**src/rtl/e1_ts0_pkg.sv**
```systemverilog
package e1_ts0_pkg;
    localparam int MF_FRAMES = 16;
    localparam int FRM_W     = $clog2(MF_FRAMES);

    typedef enum logic [1:0] {
        ST_IDLE = 2'd0,
        ST_FAS  = 2'd1,
        ST_NFAS = 2'd2
    } ts0_state_e;

    localparam logic [6:0] ALIGN_PAT = 7'b0011011;
    localparam logic [5:0] MF_SEQ    = 6'b001011;
endpackage

```
**src/rtl/e1_ts0_seq.sv**
```systemverilog
module e1_ts0_seq
    import e1_ts0_pkg::*;
(
    input  logic             clk,
    input  logic             rst_n,
    input  logic             strb_i,
    output ts0_state_e       state_o,
    output logic [FRM_W-1:0] frm_o,
    output logic             mf_load_o
);
    localparam logic [FRM_W-1:0] LAST_FRM = FRM_W'(MF_FRAMES - 1);

    ts0_state_e       state_q, state_d;
    logic [FRM_W-1:0] frm_q, frm_d;

    always_ff @(posedge clk) begin
        if (!rst_n) begin
            state_q <= ST_IDLE;
            frm_q   <= LAST_FRM;
        end else begin
            state_q <= state_d;
            frm_q   <= frm_d;
        end
    end

    always_comb begin
        state_d   = state_q;
        frm_d     = frm_q;
        mf_load_o = 1'b0;
        unique case (state_q)
            ST_IDLE: begin
                if (strb_i) begin
                    state_d   = ST_FAS;
                    frm_d     = '0;
                    mf_load_o = 1'b1;
                end
            end
            ST_FAS: begin
                if (strb_i) begin
                    state_d = ST_NFAS;
                    frm_d   = frm_q + 1'b1;
                end
            end
            ST_NFAS: begin
                if (strb_i) begin
                    state_d = ST_FAS;
                    if (frm_q == LAST_FRM) begin
                        frm_d     = '0;
                        mf_load_o = 1'b1;
                    end else begin
                        frm_d = frm_q + 1'b1;
                    end
                end
            end
            default: begin
                state_d = ST_IDLE;
            end
        endcase
    end

    assign state_o = state_q;
    assign frm_o   = frm_q;

    // alignment word only on even frame numbers
    p_fas_even_r3: assert property (@(posedge clk) disable iff (!rst_n)
        (state_q == ST_FAS) |-> (frm_q[0] == 1'b0));

    // wrap from last frame to frame 0
    p_wrap_r2: assert property (@(posedge clk) disable iff (!rst_n)
        (strb_i && state_q == ST_NFAS && frm_q == LAST_FRM) |=> (frm_q == '0));

    // hold without strobe
    p_hold_r2: assert property (@(posedge clk) disable iff (!rst_n)
        !strb_i |=> ($stable(frm_q) && $stable(state_q)));

    // first strobe after reset lands on frame 0
    p_first_r1: assert property (@(posedge clk) disable iff (!rst_n)
        (strb_i && state_q == ST_IDLE) |=> (frm_q == '0 && state_q == ST_FAS));
endmodule

```
**src/rtl/e1_ts0_natbuf.sv**
```systemverilog
module e1_ts0_natbuf #(
    parameter int SA_BYTES = 5,
    parameter int BYTE_W   = 8,
    parameter int ADDR_W   = 3
) (
    input  logic                        clk,
    input  logic                        rst_n,
    input  logic                        we_i,
    input  logic [ADDR_W-1:0]           addr_i,
    input  logic [BYTE_W-1:0]           wdata_i,
    input  logic                        load_i,
    input  logic [$clog2(BYTE_W)-1:0]   slot_i,
    output logic [SA_BYTES-1:0]         sa_o
);
    localparam int SLOT_W = $clog2(BYTE_W);

    logic [BYTE_W-1:0] shadow_q [SA_BYTES];
    logic [BYTE_W-1:0] active_q [SA_BYTES];
    logic [SA_BYTES*BYTE_W-1:0] active_flat;

    for (genvar gi = 0; gi < SA_BYTES; gi++) begin : g_byte
        always_ff @(posedge clk) begin
            if (!rst_n) begin
                shadow_q[gi] <= '1;
            end else if (we_i && (addr_i == ADDR_W'(gi))) begin
                shadow_q[gi] <= wdata_i;
            end
        end

        always_ff @(posedge clk) begin
            if (!rst_n) begin
                active_q[gi] <= '1;
            end else if (load_i) begin
                active_q[gi] <= shadow_q[gi];
            end
        end

        assign sa_o[SA_BYTES-1-gi] = active_q[gi][SLOT_W'(BYTE_W-1) - slot_i];
        assign active_flat[gi*BYTE_W +: BYTE_W] = active_q[gi];
    end

    // transmitted copy changes only at a multiframe start
    p_active_hold_r8: assert property (@(posedge clk) disable iff (!rst_n)
        !load_i |=> $stable(active_flat));
endmodule

```
**src/rtl/e1_ts0_compose.sv**
```systemverilog
module e1_ts0_compose
    import e1_ts0_pkg::*;
#(
    parameter int SA_BYTES = 5
) (
    input  ts0_state_e          state_i,
    input  logic [FRM_W-1:0]    frm_i,
    input  logic [3:0]          crc_i,
    input  logic [1:0]          e_i,
    input  logic                alarm_i,
    input  logic [SA_BYTES-1:0] buf_sa_i,
    input  logic                dl_sel_i,
    input  logic [SA_BYTES-1:0] dl_sa_i,
    input  logic                ais_i,
    output logic [7:0]          byte_o
);
    logic [2:0]          slot;
    logic                lead_bit;
    logic [SA_BYTES-1:0] sa_sel;

    assign slot   = frm_i[3:1];
    assign sa_sel = dl_sel_i ? dl_sa_i : buf_sa_i;

    always_comb begin
        if (slot < 3'd6) begin
            lead_bit = MF_SEQ[3'd5 - slot];
        end else if (slot == 3'd6) begin
            lead_bit = e_i[0];
        end else begin
            lead_bit = e_i[1];
        end
    end

    always_comb begin
        byte_o = 8'hFF;
        if (!ais_i) begin
            unique case (state_i)
                ST_IDLE: byte_o = 8'hFF;
                ST_FAS:  byte_o = {crc_i[frm_i[2:1]], ALIGN_PAT};
                ST_NFAS: byte_o = {lead_bit, 1'b1, alarm_i, sa_sel};
                default: byte_o = 8'hFF;
            endcase
        end
    end
endmodule

```
**src/rtl/e1_ts0_gen.sv**
```systemverilog
module e1_ts0_gen
    import e1_ts0_pkg::*;
#(
    parameter int SA_BYTES = 5,
    parameter int BYTE_W   = 8,
    parameter int ADDR_W   = 3
) (
    input  logic              clk,
    input  logic              rst_n,
    input  logic              frame_strb,
    input  logic [3:0]        crc_bits,
    input  logic [1:0]        e_bits,
    input  logic              alarm_a,
    input  logic              dl_sel,
    input  logic [4:0]        dl_sa,
    input  logic              ais_force,
    input  logic              nbb_we,
    input  logic [2:0]        nbb_addr,
    input  logic [7:0]        nbb_wdata,
    output logic [7:0]        ts0_byte,
    output logic [3:0]        frame_idx
);
    ts0_state_e          state;
    logic [FRM_W-1:0]    frm;
    logic                mf_load;
    logic [SA_BYTES-1:0] buf_sa;

    e1_ts0_seq u_seq (
        .clk       (clk),
        .rst_n     (rst_n),
        .strb_i    (frame_strb),
        .state_o   (state),
        .frm_o     (frm),
        .mf_load_o (mf_load)
    );

    e1_ts0_natbuf #(
        .SA_BYTES (SA_BYTES),
        .BYTE_W   (BYTE_W),
        .ADDR_W   (ADDR_W)
    ) u_buf (
        .clk     (clk),
        .rst_n   (rst_n),
        .we_i    (nbb_we),
        .addr_i  (nbb_addr),
        .wdata_i (nbb_wdata),
        .load_i  (mf_load),
        .slot_i  (frm[3:1]),
        .sa_o    (buf_sa)
    );

    e1_ts0_compose #(
        .SA_BYTES (SA_BYTES)
    ) u_comp (
        .state_i  (state),
        .frm_i    (frm),
        .crc_i    (crc_bits),
        .e_i      (e_bits),
        .alarm_i  (alarm_a),
        .buf_sa_i (buf_sa),
        .dl_sel_i (dl_sel),
        .dl_sa_i  (dl_sa),
        .ais_i    (ais_force),
        .byte_o   (ts0_byte)
    );

    assign frame_idx = frm;

    // forced all ones
    p_ais_ones_r10: assert property (@(posedge clk) disable iff (!rst_n)
        ais_force |-> (ts0_byte == 8'hFF));

    // second bit of odd-frame word is one
    p_nfas_bit2_r4: assert property (@(posedge clk) disable iff (!rst_n)
        (state == ST_NFAS) |-> ts0_byte[6]);

    // data-link bits appear verbatim in odd frames
    p_dl_pass_r9: assert property (@(posedge clk) disable iff (!rst_n)
        (state == ST_NFAS && dl_sel && !ais_force) |-> (ts0_byte[4:0] == dl_sa));
endmodule

```
**config.mk**
```make
export PLATFORM = sky130hd
export DESIGN_NAME = e1_ts0_gen
export DESIGN_NICKNAME = d
export VERILOG_FILES = /design/src/rtl/e1_ts0_pkg.sv /design/src/rtl/e1_ts0_seq.sv /design/src/rtl/e1_ts0_natbuf.sv /design/src/rtl/e1_ts0_compose.sv /design/src/rtl/e1_ts0_gen.sv
export SDC_FILE = /design/constraint.sdc
export NUM_CORES = 1
export LEC_CHECK = 0
export ABC_CLOCK_PERIOD_IN_PS = 3200
export BUFFER_PORTS_ARGS = -buffer_cell sky130_fd_sc_hd__clkbuf_2
export CORE_MARGIN = 5
export CORE_UTILIZATION = 58
export DETAILED_ROUTE_END_ITERATION = 8
export PLACE_DENSITY = 0.86
export SETUP_SLACK_MARGIN = 0.02
export SLEW_MARGIN = 15
export SYNTH_ARGS = -nofsm -noshare
export SYNTH_HDL_FRONTEND = slang
export SYNTH_SLANG_ARGS = --single-unit
export TNS_END_PERCENT = 1
```
**constraint.sdc**
```tcl
create_clock -name clk -period 3.2 [get_ports clk]
set_clock_uncertainty 0.05 [all_clocks]
set_input_delay 0.16 -clock clk [delete_from_list [all_inputs] [get_ports clk]]
set_output_delay 0.16 -clock clk [all_outputs]
set_load 0.01 [all_outputs]
```
==> results.md <==
- Status: completed
- Sum Neg Setup Slack: 0 ps
- Worst-path fanout max: 7
- Slowest stage delay, CP: 440 ps
- Core region area: 6756 um^2
- Mapped Cells: 299
- Synth Area in Adders: 0.02194
- Ys async rst share: 0
- Synth cell types: 44
- RSZ-0062 raised after global routing: false
- H-tree Lvls: 3
- Synth Area in Compound Gates: 0.07803
- Die Ht: 92.97 um
- Period minus WS final: 2461 ps
- Pwr per Cell Area: 531.7 nW/um^2
- # diodes: 0
- DR vias/cell: 5.798
- Most common flop cell mapped by yosys: edfxtp_1
- Sw frac: 0.2476
- Die X: 92.97 um
- Buffers added on ports: 40
- Hold Fails Final Rpt: 0
- Total track usage: 0.1927
- Initial antenna violation count: 0
- Max IR drop VDD: 0.0003675 V
- Util after Layout: 0.6613
- DR DRC count: 0
- Layout cell share with drive strength beyond 1: 0.3873
- Area after DPL: 4272 um^2
- Synth Area in Simple Gates: 0.1880
- First-pass GRT wire length: 12.50 mm
- Post-synthesis mux area share: 0.05986
- Antenna-violating nets left: 0
- CTS tree: yes
- Slowest CP cell: or3b_1
- PnR worst setup slack: 739.2 ps
- Final Slew Violations: 0
- Total power draw: 0.002376 W
- Synthesized area: 3993 um^2
- Data arrival, critical path: 2250 ps
- Reg power frac: 0.562
- Largest family of logic cells by synthesized area: simple AND/OR/NAND/NOR gates
- Seq cells post-synth: 86
- Clk pwr share: 0.314
- Post-synth EDFFs: 80
- Final net count: 377
- Crit path kind: flop to output pin
- Most common cell after layout, fill and taps aside: edfxtp_1
- Clock buffer depth: 2
- # setup viols final: 0
- Worst path required time: 2990 ps
- CTS Sinks: 86
- Fmax: 406.4 MHz
- Internal power: 0.001788 W
- Clock-pin slew on the worst setup and hold paths: 90 ps
- Gate power share: 0.123
- WL per Instance: 17.88 um
- Avg Inst Size Synth: 13.35 um^2
- Setup Buffers After CTS: 0
- Area delta synth->final: 11.91%
- Sequential area share after synthesis: 0.6318
- DP HPWL: 5.593 mm
- Num CTS Buffers: 9
- Boundary Pins: 41
- Routed WL: 7.618 mm
- Clk Latency, worst-skew pair: 360 ps
- Worst slack at placement: 1050 ps
- Final Cycle Share: 0.7690
- Initial Util: 0.5909
- Worst path cell trace: inv_1, ha_1, or3b_1, nor2_1, a31oi_1, clkbuf_2
- Crit end category: output pin
- Hold buffers post-CTS: 0
- Leakage: 1.493 nW
- Largest net degree at the start of global routing: 41
- Root Buffer Master: clkbuf_8
- Std-Cell Rows: 30
- DR iter-0 viols: 179
- Switching power: 0.0005882 W
- Post-Synth XOR/XNOR Area: 0
- CTS resizes: 0
- CP startpoint kind: flop
- Commonest non-fill, non-tap cells in the layout: edfxtp_1 (80), or2_2 (56), clkbuf_2 (40), or3_1 (17)
- Ys Warns: 0
- First drt pass iteration count: 4
- Worst-margin pin slew: 1164 ps
- Total congestion overflow: 0
- Filler cell count: 477
- Placer Congestion: 0.8332
- Max Cap Viol: 0
- Slew margin rel.: 0.2177
- Die Area: 8643 um^2
- Worst hold path type: primary input to flop
- Vias in the first global route: 2502
- Design area: 4468 um^2
- Vias post-DR: 2470
- Syn_nets: 335
-- per-layer routing --
metal | track usage | share of wire | vias up
met5 | 0 | 0 | -
met4 | 0.07814 | 0.022 | 0
met3 | 0.05390 | 0.056 | 13
met2 | 0.3071 | 0.47 | 79
met1 | 0.2503 | 0.45 | 1178
li1 | - | - | 1200
-- path summary, 6_finish.rpt --
| check | start | to | slack, ps | cells after the start |
|---|---|---|---|---|
| worst min register to register | u_buf.shadow_q[4][7] | u_buf.active_q[4][7] | 460 | 1 |
| worst min-delay path | nbb_wdata[1] | u_buf.shadow_q[0][1] | 100 | 2 |
| worst max register to register | u_seq.state_o[0] | u_buf.active_q[4][1] | 1010 | 6 |
| worst max-delay path | u_seq.state_o[0] | ts0_byte[4] | 740 | 6 |
-- layout make-up --
type | instances | area [um^2] | area share
clock buffer | 9 | 123.9 | 0.02772
clock inverter | 7 | 72.57 | 0.01624
inverter | 4 | 15.01 | 0.003360
multi-input combinational | 194 | 1389 | 0.3108
sequential | 86 | 2522 | 0.5645
tap | 80 | 100.1 | 0.02240
timing repair buffer | 46 | 245.2 | 0.05489
-- synth_stat cells (all sizes together) (2+ instances only) --
cell type / count / area (um^2)
edfxtp: 80 / 2402
nand3b: 2 / 15.01
mux2: 13 / 146.4
o2111ai: 2 / 17.52
dfxtp: 6 / 120.1
mux2i: 7 / 70.07
o221ai: 2 / 17.52
inv: 4 / 15.01
nand2: 8 / 30.03
a31oi: 5 / 31.28
buf: 4 / 25.02
nand2b: 13 / 81.33
or2: 64 / 400.4
or3: 18 / 117.6
o211ai: 5 / 37.54
nor2: 5 / 18.77
a21oi: 6 / 30.03
o21ai: 5 / 25.02
nor3: 3 / 15.01
a22oi: 4 / 30.03
o31ai: 3 / 22.52
ha: 7 / 87.58
o22a: 3 / 26.28
nand3: 2 / 10.01
nor2b: 2 / 12.51
clkbuf: 11 / 41.29
-- worst max-delay path, delay by kind of cell (launching register included) --
family | cells | cell delay, ps
AO/OA/AOI/OAI | 1 | 130
adder cells (fa/ha/maj) | 1 | 400
buffers and inverters | 2 | 250
flip-flops | 1 | 410
AND/OR/NAND/NOR | 2 | 700
-- kinds of logic (layout without fill, tap and decap cells) --
| logic type | Yosys count | after routing |
|---|---|---|
| DFF | 86 | 86 |
| and+or+nand+nor | 123 | 123 |
| adders and majority gates | 7 | 7 |
| AOI/OAI and AO/OA | 43 | 43 |
| buffers and inverters | 19 | 66 |
| muxes | 21 | 21 |
-- power groups by stage --
| stage | Combinational [W] | Sequential (W) | Clock, W |
|---|---|---|---|
| detailed placement | 0.000292 | 0.00136 | 0 |
| finish | 0.000293 | 0.00134 | 0.000747 |
| global route | 0.000322 | 0.00134 | 0.000813 |
| global placement | 0.000281 | 0.00136 | 0 |
| floorplan | 0.000204 | 0.00134 | 0 |
| CTS | 0.000293 | 0.00134 | 0.000760 |
-- state kept, by name, indices dropped and copies added, names as in the netlist --
register and count:
u_buf.active_q 40, u_seq.frm_o 4, u_buf.shadow_q 40, u_seq.state_o 2
-- metrics by stage --
| step | instances | hold WS (ps) |
|---|---|---|
| final | 426 | 101.9 |
| after global routing | 426 | 80.56 |
| after CTS | 426 | 81.35 |
| after detailed placement | 410 | 444.6 |
| after global placement | 410 | 439.3 |
| after floorplan | 299 | 227.7 |
No activity file was read; power rests on OpenSTA's default activity.
